$ cat src/rtl/pfd_pkg.sv
// Shared definitions for the sequential phase-frequency detector.
// Assumes: pump command is two bits, one per direction.
package pfd_pkg;
    typedef enum logic [1:0] {
        PUMP_FLOAT = 2'b00,
        PUMP_DOWN  = 2'b01,
        PUMP_UP    = 2'b10
    } pump_e;

    localparam int unsigned N_INPUTS = 2;
    localparam int unsigned IDX_CMP  = 0;
    localparam int unsigned IDX_SIG  = 1;
endpackage

$ cat src/rtl/pfd_edge_qual.sv
// Rising-edge detector with a minimum-spacing qualifier.
// Does: flags a rising edge on din_i, unless it comes win_i clocks or
// fewer after the last accepted edge. win_i == 0 accepts every edge.
// Assumes: din_i is synchronous to clk_i; win_i stable during use.
module pfd_edge_qual #(
    parameter int unsigned WIN_W = 4
) (
    input  logic             clk_i,
    input  logic             rst_ni,
    input  logic             din_i,
    input  logic [WIN_W-1:0] win_i,
    output logic             acc_o
);
    localparam int unsigned GAP_W = WIN_W + 1;
    localparam logic [GAP_W-1:0] GAP_MAX = '1;
    localparam logic [GAP_W-1:0] GAP_ONE = GAP_W'(1);

    logic             prev_q;
    logic [GAP_W-1:0] gap_q;
    logic             rise;

    // Raw rising edge and spacing test.
    always_comb begin
        rise  = din_i & ~prev_q;
        acc_o = rise && (gap_q > {1'b0, win_i});
    end

    // Track previous input level and clocks since last accepted edge.
    always_ff @(posedge clk_i) begin
        if (!rst_ni) begin
            prev_q <= 1'b0;
            gap_q  <= GAP_MAX;
        end else begin
            prev_q <= din_i;
            if (acc_o) begin
                gap_q <= GAP_ONE;
            end else if (gap_q != GAP_MAX) begin
                gap_q <= gap_q + GAP_ONE;
            end
        end
    end

    AST_QUAL_SPACING: assert property (@(posedge clk_i) disable iff (!rst_ni)
        acc_o |=> !acc_o);
    AST_QUAL_RESET_GAP: assert property (@(posedge clk_i)
        !rst_ni |=> (gap_q == GAP_MAX));
endmodule

$ cat src/rtl/pfd_pump_core.sv
// Three-state up/down core of the phase-frequency detector.
// Does: sets the up state on a signal edge and the down state on a
// comparison edge; when both would be set they cancel on the same clock.
// Assumes: event inputs are single-cycle qualified edge strobes.
module pfd_pump_core
    import pfd_pkg::*;
(
    input  logic  clk_i,
    input  logic  rst_ni,
    input  logic  up_evt_i,
    input  logic  dn_evt_i,
    output pump_e pump_o,
    output logic  active_o
);
    logic up_q, dn_q;
    logic up_n, dn_n;

    // Next state: hold pending direction, cancel when both are pending.
    always_comb begin
        up_n = up_q | up_evt_i;
        dn_n = dn_q | dn_evt_i;
        if (up_n && dn_n) begin
            up_n = 1'b0;
            dn_n = 1'b0;
        end
    end

    // State registers.
    always_ff @(posedge clk_i) begin
        if (!rst_ni) begin
            up_q <= 1'b0;
            dn_q <= 1'b0;
        end else begin
            up_q <= up_n;
            dn_q <= dn_n;
        end
    end

    // Encode the pump command.
    always_comb begin
        unique case ({up_q, dn_q})
            2'b10:   pump_o = PUMP_UP;
            2'b01:   pump_o = PUMP_DOWN;
            default: pump_o = PUMP_FLOAT;
        endcase
        active_o = up_q | dn_q;
    end

    AST_NO_BOTH: assert property (@(posedge clk_i) disable iff (!rst_ni)
        !(up_q && dn_q));
    AST_UP_HELD: assert property (@(posedge clk_i) disable iff (!rst_ni)
        (up_q && !dn_evt_i) |=> up_q);
    AST_DN_HELD: assert property (@(posedge clk_i) disable iff (!rst_ni)
        (dn_q && !up_evt_i) |=> dn_q);
    AST_UP_CLEARED: assert property (@(posedge clk_i) disable iff (!rst_ni)
        (up_q && dn_evt_i) |=> (!up_q && !dn_q));
    AST_SAME_CLOCK: assert property (@(posedge clk_i) disable iff (!rst_ni)
        (!up_q && !dn_q && up_evt_i && dn_evt_i) |=> !active_o);
    AST_RESET_FLOAT: assert property (@(posedge clk_i)
        !rst_ni |=> (!up_q && !dn_q));
endmodule

$ cat src/rtl/pfd_lock_mon.sv
// Lock monitor.
// Does: counts accepted signal edges while every pump pulse stays within
// LOCK_TOL cycles; flags lock once LOCK_EDGES edges are counted.
// Assumes: active_i is the registered pump activity.
module pfd_lock_mon #(
    parameter int unsigned LOCK_TOL   = 2,
    parameter int unsigned LOCK_EDGES = 4
) (
    input  logic clk_i,
    input  logic rst_ni,
    input  logic active_i,
    input  logic sig_evt_i,
    output logic lock_o
);
    localparam int unsigned PLEN_W = $clog2(LOCK_TOL + 1) + 1;
    localparam int unsigned CNT_W  = $clog2(LOCK_EDGES + 1) + 1;
    localparam logic [PLEN_W-1:0] PLEN_SAT = PLEN_W'(LOCK_TOL);
    localparam logic [CNT_W-1:0]  CNT_TOP  = CNT_W'(LOCK_EDGES);

    logic [PLEN_W-1:0] plen_q;
    logic [CNT_W-1:0]  cnt_q;
    logic              too_long;

    // A pulse is too long once it goes past LOCK_TOL cycles.
    always_comb begin
        too_long = active_i && (plen_q >= PLEN_SAT);
        lock_o   = (cnt_q == CNT_TOP);
    end

    // Pulse-length counter, saturating at the tolerance.
    always_ff @(posedge clk_i) begin
        if (!rst_ni) begin
            plen_q <= '0;
        end else if (!active_i) begin
            plen_q <= '0;
        end else if (plen_q != PLEN_SAT) begin
            plen_q <= plen_q + 1'b1;
        end
    end

    // Aligned-edge counter.
    always_ff @(posedge clk_i) begin
        if (!rst_ni) begin
            cnt_q <= '0;
        end else if (too_long) begin
            cnt_q <= '0;
        end else if (sig_evt_i && (cnt_q != CNT_TOP)) begin
            cnt_q <= cnt_q + 1'b1;
        end
    end

    AST_LOCK_DROP: assert property (@(posedge clk_i) disable iff (!rst_ni)
        too_long |=> !lock_o);
    AST_LOCK_RISE: assert property (@(posedge clk_i) disable iff (!rst_ni)
        (!lock_o && !sig_evt_i) |=> !lock_o);
endmodule

$ cat src/rtl/pfd_seq_detector.sv
// Top of the three-state sequential phase-frequency detector.
// Does: qualifies rising edges of both inputs, runs the up/down core,
// and derives phase and lock flags.
// Assumes: sig_i and cmp_i are synchronous to clk_i; qual_win_i changes
// only in reset or while both inputs are idle.
module pfd_seq_detector
    import pfd_pkg::*;
#(
    parameter int unsigned WIN_W      = 4,
    parameter int unsigned LOCK_TOL   = 2,
    parameter int unsigned LOCK_EDGES = 4
) (
    input  logic             clk_i,
    input  logic             rst_ni,
    input  logic             sig_i,
    input  logic             cmp_i,
    input  logic [WIN_W-1:0] qual_win_i,
    output logic [1:0]       pump_o,
    output logic             phase_o,
    output logic             lock_o
);
    logic [N_INPUTS-1:0] din;
    logic [N_INPUTS-1:0] evt;
    pump_e               pump;
    logic                active;

    // Gather the inputs into one vector for the qualifiers.
    always_comb begin
        din          = '0;
        din[IDX_CMP] = cmp_i;
        din[IDX_SIG] = sig_i;
    end

    for (genvar g = 0; g < N_INPUTS; g++) begin : g_qual
        pfd_edge_qual #(
            .WIN_W (WIN_W)
        ) qual_i (
            .clk_i  (clk_i),
            .rst_ni (rst_ni),
            .din_i  (din[g]),
            .win_i  (qual_win_i),
            .acc_o  (evt[g])
        );
    end

    pfd_pump_core core_i (
        .clk_i    (clk_i),
        .rst_ni   (rst_ni),
        .up_evt_i (evt[IDX_SIG]),
        .dn_evt_i (evt[IDX_CMP]),
        .pump_o   (pump),
        .active_o (active)
    );

    pfd_lock_mon #(
        .LOCK_TOL   (LOCK_TOL),
        .LOCK_EDGES (LOCK_EDGES)
    ) lock_i (
        .clk_i     (clk_i),
        .rst_ni    (rst_ni),
        .active_i  (active),
        .sig_evt_i (evt[IDX_SIG]),
        .lock_o    (lock_o)
    );

    // Drive the output ports.
    always_comb begin
        pump_o  = pump;
        phase_o = active;
    end

    AST_PUMP_LEGAL: assert property (@(posedge clk_i) disable iff (!rst_ni)
        pump_o != 2'b11);
    AST_RESET_OUT: assert property (@(posedge clk_i)
        !rst_ni |=> (!phase_o && !lock_o));
endmodule

$ cat config.mk
export PLATFORM = sky130hd
export DESIGN_NAME = pfd_seq_detector
export DESIGN_NICKNAME = d
export VERILOG_FILES = /design/src/rtl/pfd_pkg.sv /design/src/rtl/pfd_edge_qual.sv /design/src/rtl/pfd_pump_core.sv /design/src/rtl/pfd_lock_mon.sv /design/src/rtl/pfd_seq_detector.sv
export SDC_FILE = /design/constraint.sdc
export NUM_CORES = 1
export LEC_CHECK = 0
export ABC_CLOCK_PERIOD_IN_PS = 2400
export BUFFER_PORTS_ARGS = -buffer_cell sky130_fd_sc_hd__buf_2
export CORE_MARGIN = 2
export CORE_UTILIZATION = 57
export DETAILED_ROUTE_END_ITERATION = 10
export GPL_ROUTABILITY_DRIVEN = 0
export PLACE_DENSITY_LB_ADDON = 0.25
export RECOVER_POWER = 50
export SETUP_SLACK_MARGIN = 0.15
export SLEW_MARGIN = 20
export SYNTH_ARGS = -nofsm -noshare
export SYNTH_HDL_FRONTEND = slang
export SYNTH_HIERARCHICAL = 1
export SYNTH_SLANG_ARGS = --single-unit
$ cat constraint.sdc
create_clock -name clk_i -period 2.4 [get_ports clk_i]
set_input_delay 0.36 -clock clk_i [delete_from_list [all_inputs] [get_ports clk_i]]
set_output_delay 0.36 -clock clk_i [all_outputs]
set_load 0.005 [all_outputs]
-- After elaboration in Yosys (flattened, before gate mapping)
Index checks and enable logic that the tools add are counted.
- order comparisons: 3
- multiplexer cells: 5
- $add $sub $neg: 4
- reductions and logical operators: 12
- multipliers: 0
- equal/unequal tests: 7
- shift operators: 0
- divide/modulo/power cells: 0
- bitwise logic cells: 8
- operators with widths (cell ; number):
    two-way mux 5 bit ; 4
    adder 5 x 1 -> 5 bit, second input constant ; 2
    > comparator 5 x 4 -> 1 bit ; 2
    inequality test 5 bit, second input constant ; 2
    OR reduction 2 bit ; 4
    logical AND 1 bit ; 5
    adder 4 x 1 -> 4 bit, second input constant ; 1
    equality test 4 x 3 -> 1 bit, second input constant ; 1
    inequality test 4 x 3 -> 1 bit, second input constant ; 1
    case mux 2 bit (2 select lines) ; 1
    nonzero test 2 bit ; 2
    adder 3 x 1 -> 3 bit, second input constant ; 1
    greater-or-equal comparator 3 x 2 -> 1 bit, second input constant ; 1
    inequality test 3 x 2 -> 1 bit, second input constant ; 1
    NOT 1 bit ; 3
    OR 1 bit ; 3
    AND 1 bit ; 2
    equality test 2 x 1 -> 1 bit, second input constant ; 1
    equality test 2 bit, second input constant ; 1
    AND reduction 2 bit ; 1
- ROM bits: 0
- word-level logic and storage cells: 49
- bits in latches: 0
- output and inout bits: 4
- memories kept: 0
- register bits: 21
- memory bits (writable): 0

-- Longest topological paths before layout
- depth after elaboration: 6
- depth in mapped cells: 8
- gate-level depth less buffers: 8

-- By module
Netlist, hierarchy kept.
- by module, submodules not included (module ; cells each ; area each (um^2) ; instances):
    pfd_edge_qual ; 41 ; 396.6 ; 2
    pfd_lock_mon ; 43 ; 361.6 ; 1
    pfd_pump_core ; 9 ; 92.6 ; 1

-- Worst setup path after synthesis
No wires, ideal clock.
- path type: input to register
- start: input qual_win_i[2]
- end: register lock_i.cnt_q[3]
- buffers on the path: 0
- setup time: 0.070 ns
- arrival: 1.859 ns
- stages: 8
- path slack: 0.471 ns
- cell sequence: inv_1 -> ha_1 -> nand3_2 -> o221ai_2 -> and3_1 -> nand4_1 -> or3_1 -> a21oi_1
- cells in the longest elaborated chain, start to end: 3
- ends and longest elaborated chain (item ; line ; text):
    start: declaration ; pfd_seq_detector.sv:17 ; input logic [WIN_W-1:0] qual_win_i,
    > comparator 5 x 4 -> 1 bit ; pfd_edge_qual.sv:25 ; acc_o = rise && (gap_q > {1'b0, win_i});
    logical AND 1 bit ; pfd_edge_qual.sv:25 ;
    via evt[1] ; pfd_seq_detector.sv:23 ; logic [N_INPUTS-1:0] evt;
    logical AND 1 bit ; pfd_lock_mon.sv:47 ; end else if (sig_evt_i && (cnt_q != CNT_TOP)) begin
    end signal: assignment ; pfd_lock_mon.sv:48 ; cnt_q <= cnt_q + 1'b1;
    end: declaration ; pfd_lock_mon.sv:21 ; logic [CNT_W-1:0] cnt_q;
The timed path passes the listed nets, and every way through them passes these cells.
A chain may end at the register's enable or synchronous reset.

-- Worst setup path in the final report
- start: register g_qual[1].qual_i.gap_q[2]
- end: register lock_i.cnt_q[3]
- cells in the longest elaborated chain, start to end: 3
- ends and longest elaborated chain (item ; line ; text):
    start: declaration ; pfd_edge_qual.sv:19 ; logic [GAP_W-1:0] gap_q;
    start signal: assignment ; pfd_edge_qual.sv:38 ; gap_q <= gap_q + GAP_ONE;
    > comparator 5 x 4 -> 1 bit ; pfd_edge_qual.sv:25 ;
    logical AND 1 bit ; pfd_edge_qual.sv:25 ;
    via evt[1] ; pfd_seq_detector.sv:23 ;
    logical AND 1 bit ; pfd_lock_mon.sv:47 ;
The timed path passes the listed nets, and every way through them passes these cells.

==> results.sh <==
export IMPL_status="completed"
export IMPL_met3_usage_pct=3.87
export IMPL_drt_first_pass_iters=4
export IMPL_cts_buffer_depth=2
export IMPL_rrSetupSlack_ns=0.31
export IMPL_grt_pass1_vias=984
export IMPL_timing_max_slew_rel_slack_pct=53.5
export IMPL_grt_usage_pct=20.3
export IMPL_maxSlewViolCount=0
export IMPL_antenna_cells=0
export IMPL_utilization_pct=66.8
export IMPL_wl_per_cell_um=12.6
export IMPL_cts_root_buf="clkbuf_4"
export IMPL_power_total_w=0.00138
export IMPL_grt_pass1_wl_um=4030
export IMPL_finalCritPeriodShare_pct=87.2
export IMPL_worst_slew_pin_slew_ns=0.697
export IMPL_synthFlopType="dfxtp_1"
export IMPL_clock_latency_ns=0.31
export IMPL_fin_nets=173
export IMPL_yosys_top_cells_count="dfxtp_1 (21), inv_1 (17), ha_1 (16), a22oi_1 (8)"
export IMPL_ios=12
export IMPL_die_x_um=50.8
export IMPL_synth_area_leader_cell="dfxtp_1"
export IMPL_leakagePower_nw=0.618
export IMPL_numPortBuffers=11
export IMPL_use_met1_pct=24.3
export IMPL_drc=0
export IMPL_die_h_um=50.8
export IMPL_synth_net_count=158
export IMPL_overflow=0
export IMPL_arrival_ns=2.34
export IMPL_drive_gt1_share_pct=14.9
export IMPL_async_flop_share_pct=0
export IMPL_post_synth_top_area_fraction_pct=33.7
export IMPL_crit_path_max_incr_delay_ns=0.37
export IMPL_synth_edf_count=0
export IMPL_initial_core_util_pct=61.7
export IMPL_dieArea_sq_mm=0.00258
export IMPL_cp_cell_sequence="ha_1 > nand3_2 > o221ai_2 > and3_2 > nand4_1 > or3_1 > a21oi_1"
export IMPL_synth_seq_cells=21
export IMPL_path_max_fanout=7
export IMPL_critPathSlowestCell="dfxtp_1"
export IMPL_synth_cell_types=32
export IMPL_finalWorstSetupSlack_ns=0.306
export IMPL_vdd_ir_drop_max_v=0.000697
export IMPL_critPathLaunchType="flip-flop"
export IMPL_avgSynthCellArea_sq_um=9.31
export IMPL_htreeDepth=1
export IMPL_drt_initial_drc_count=11
export IMPL_powerDensity_mw_per_mm2=1020
export IMPL_core_area_sq_mm=0.00202
export IMPL_setup_viol=0
export IMPL_yosysWarnings=6
export IMPL_num_vias=987
export IMPL_pre_cts_slack_ns=0.147
export IMPL_nFillCells=166
export IMPL_drv_cap=0
export IMPL_antenna_left=0
export IMPL_use_met2_pct=36.2
export IMPL_wirelength_um=2210
export IMPL_cp_end_kind="flip-flop"
export IMPL_crit_required_ns=2.64
export IMPL_timing_setup_tns_ns=0
export IMPL_ys_seq_area_share_pct=33.7
export IMPL_area_growth_pct=8.33
export IMPL_crit_type="flip-flop to flip-flop"
export IMPL_num_rows=16
export IMPL_dp_hpwl_um=1710
export IMPL_yosysMostFrequentCell="dfxtp_1"
export IMPL_cts_tree="yes"
export IMPL_syn_area_sq_mm=0.00125
export IMPL_hold_class="input pin to flip-flop"
export IMPL_antenna_found_initial=0
export IMPL_max_freq_mhz=478
export IMPL_skew_ns=0.00185
export IMPL_cts_buffers=3
export IMPL_cts_sinks=21
export IMPL_cts_setup_buffers=0
export IMPL_clk_pin_slew_ns=0.12
export IMPL_vias_per_cell=5.64
export IMPL_syn_inst=134
export IMPL_busiest_layer="met2"
export IMPL_synth_area_leaders="dfxtp_1 (34%), ha_1 (16%), inv_1 (5.1%)"
export IMPL_cts_resized_gates=0
export IMPL_hold_viol_final=0
export IMPL_final_seq_area_sq_um=420
export IMPL_multi_input_area_sq_um=753
export IMPL_period_minus_slack_ns=2.09
export IMPL_grt_max_degree=19
export IMPL_hold_buffers=0
export IMPL_rsz0062_at_grt="false"
[worst max-delay path: cells and delay by family, from the launching register on]
kind            cells  cell delay (ns)
compound gates      2             0.44
fa+ha+maj           1             0.33
simple gates        4             0.88
flops               1             0.37
[state kept, by name, indices dropped and copies added (netlist names)]
signal / flops
g_qual.qual_i/gap_q: 10
g_qual.qual_i/prev_q: 2
lock_i/cnt_q: 4
core_i/up_q: 1
lock_i/plen_q: 3
core_i/dn_q: 1
[per-stage QoR]
stage               cells  cell area [sq um]  hold slack [ns]
finish                175               1350            0.257
global route          175               1350            0.249
CTS                   175               1350            0.253
detailed placement    171               1330            0.477
global placement      171               1330            0.447
floorplan             134               1250            0.436
[worst paths after layout]
check                                                           to                                   start  cells past startpoint
worst max-delay path                  lock_i/cnt_q[3]$_SDFFE_PP0P_  g_qual[1].qual_i/gap_q[2]$_SDFFE_PN1P_                      7
worst min-delay path            g_qual[1].qual_i/prev_q$_SDFF_PN0_                                   sig_i                      2
worst max register to register        lock_i/cnt_q[3]$_SDFFE_PP0P_  g_qual[1].qual_i/gap_q[2]$_SDFFE_PN1P_                      7
worst min register to register        lock_i/cnt_q[3]$_SDFFE_PP0P_            lock_i/cnt_q[3]$_SDFFE_PP0P_                      2
[layout by cell type (no fill, tap or decap)]
cell / count
a211oi_1: 1
a21oi_1: 7
a22oi_1: 8
a31o_1: 2
and2_0: 1
and2_1: 1
and2b_2: 2
and3_1: 3
and3_2: 1
and3b_1: 1
buf_2: 9
clkbuf_1: 2
clkbuf_4: 3
clkinv_2: 1
dfxtp_1: 21
ha_1: 16
inv_1: 17
mux2i_1: 4
nand2_1: 5
nand2b_1: 1
nand3_1: 1
nand3_2: 2
nand3b_1: 1
nand4_1: 1
nand4b_1: 2
nor2_1: 7
nor2b_1: 4
nor3_1: 2
nor3b_1: 1
nor4b_2: 1
o21ai_0: 4
o221ai_2: 2
o311a_1: 2
or2_2: 1
or3_1: 4
xnor2_1: 3
xor2_1: 4
[final cells by class]
cell class	count	area share (%)
multi-input cells	95	55.7
flip-flops and latches	21	31.1
inverters	17	4.72
repair buffers	11	3.89
well taps	27	2.50
clock buffers	3	1.67
clock inverters	1	0.370
[power by group]
group          internal (W)  switching (W)
clock             0.0000622       0.000112
sequential         0.000449       0.000114
combinational      0.000323       0.000319
[metal layers]
layer / vias to the layer above / wire length, um
met4: 0 / 24
li1: 503 / -
met3: 2 / 46
met5: - / 0
met1: 467 / 1020
met2: 15 / 1120
[cells by family after synthesis]
family / synth area share, %
flops: 33.7
compound gates: 15.2
fa+ha+maj: 16.0
xor+xnor: 4.91
buf+inv: 6.02
mux: 3.21
simple gates: 20.9
Power figures use the tool's default switching activity.
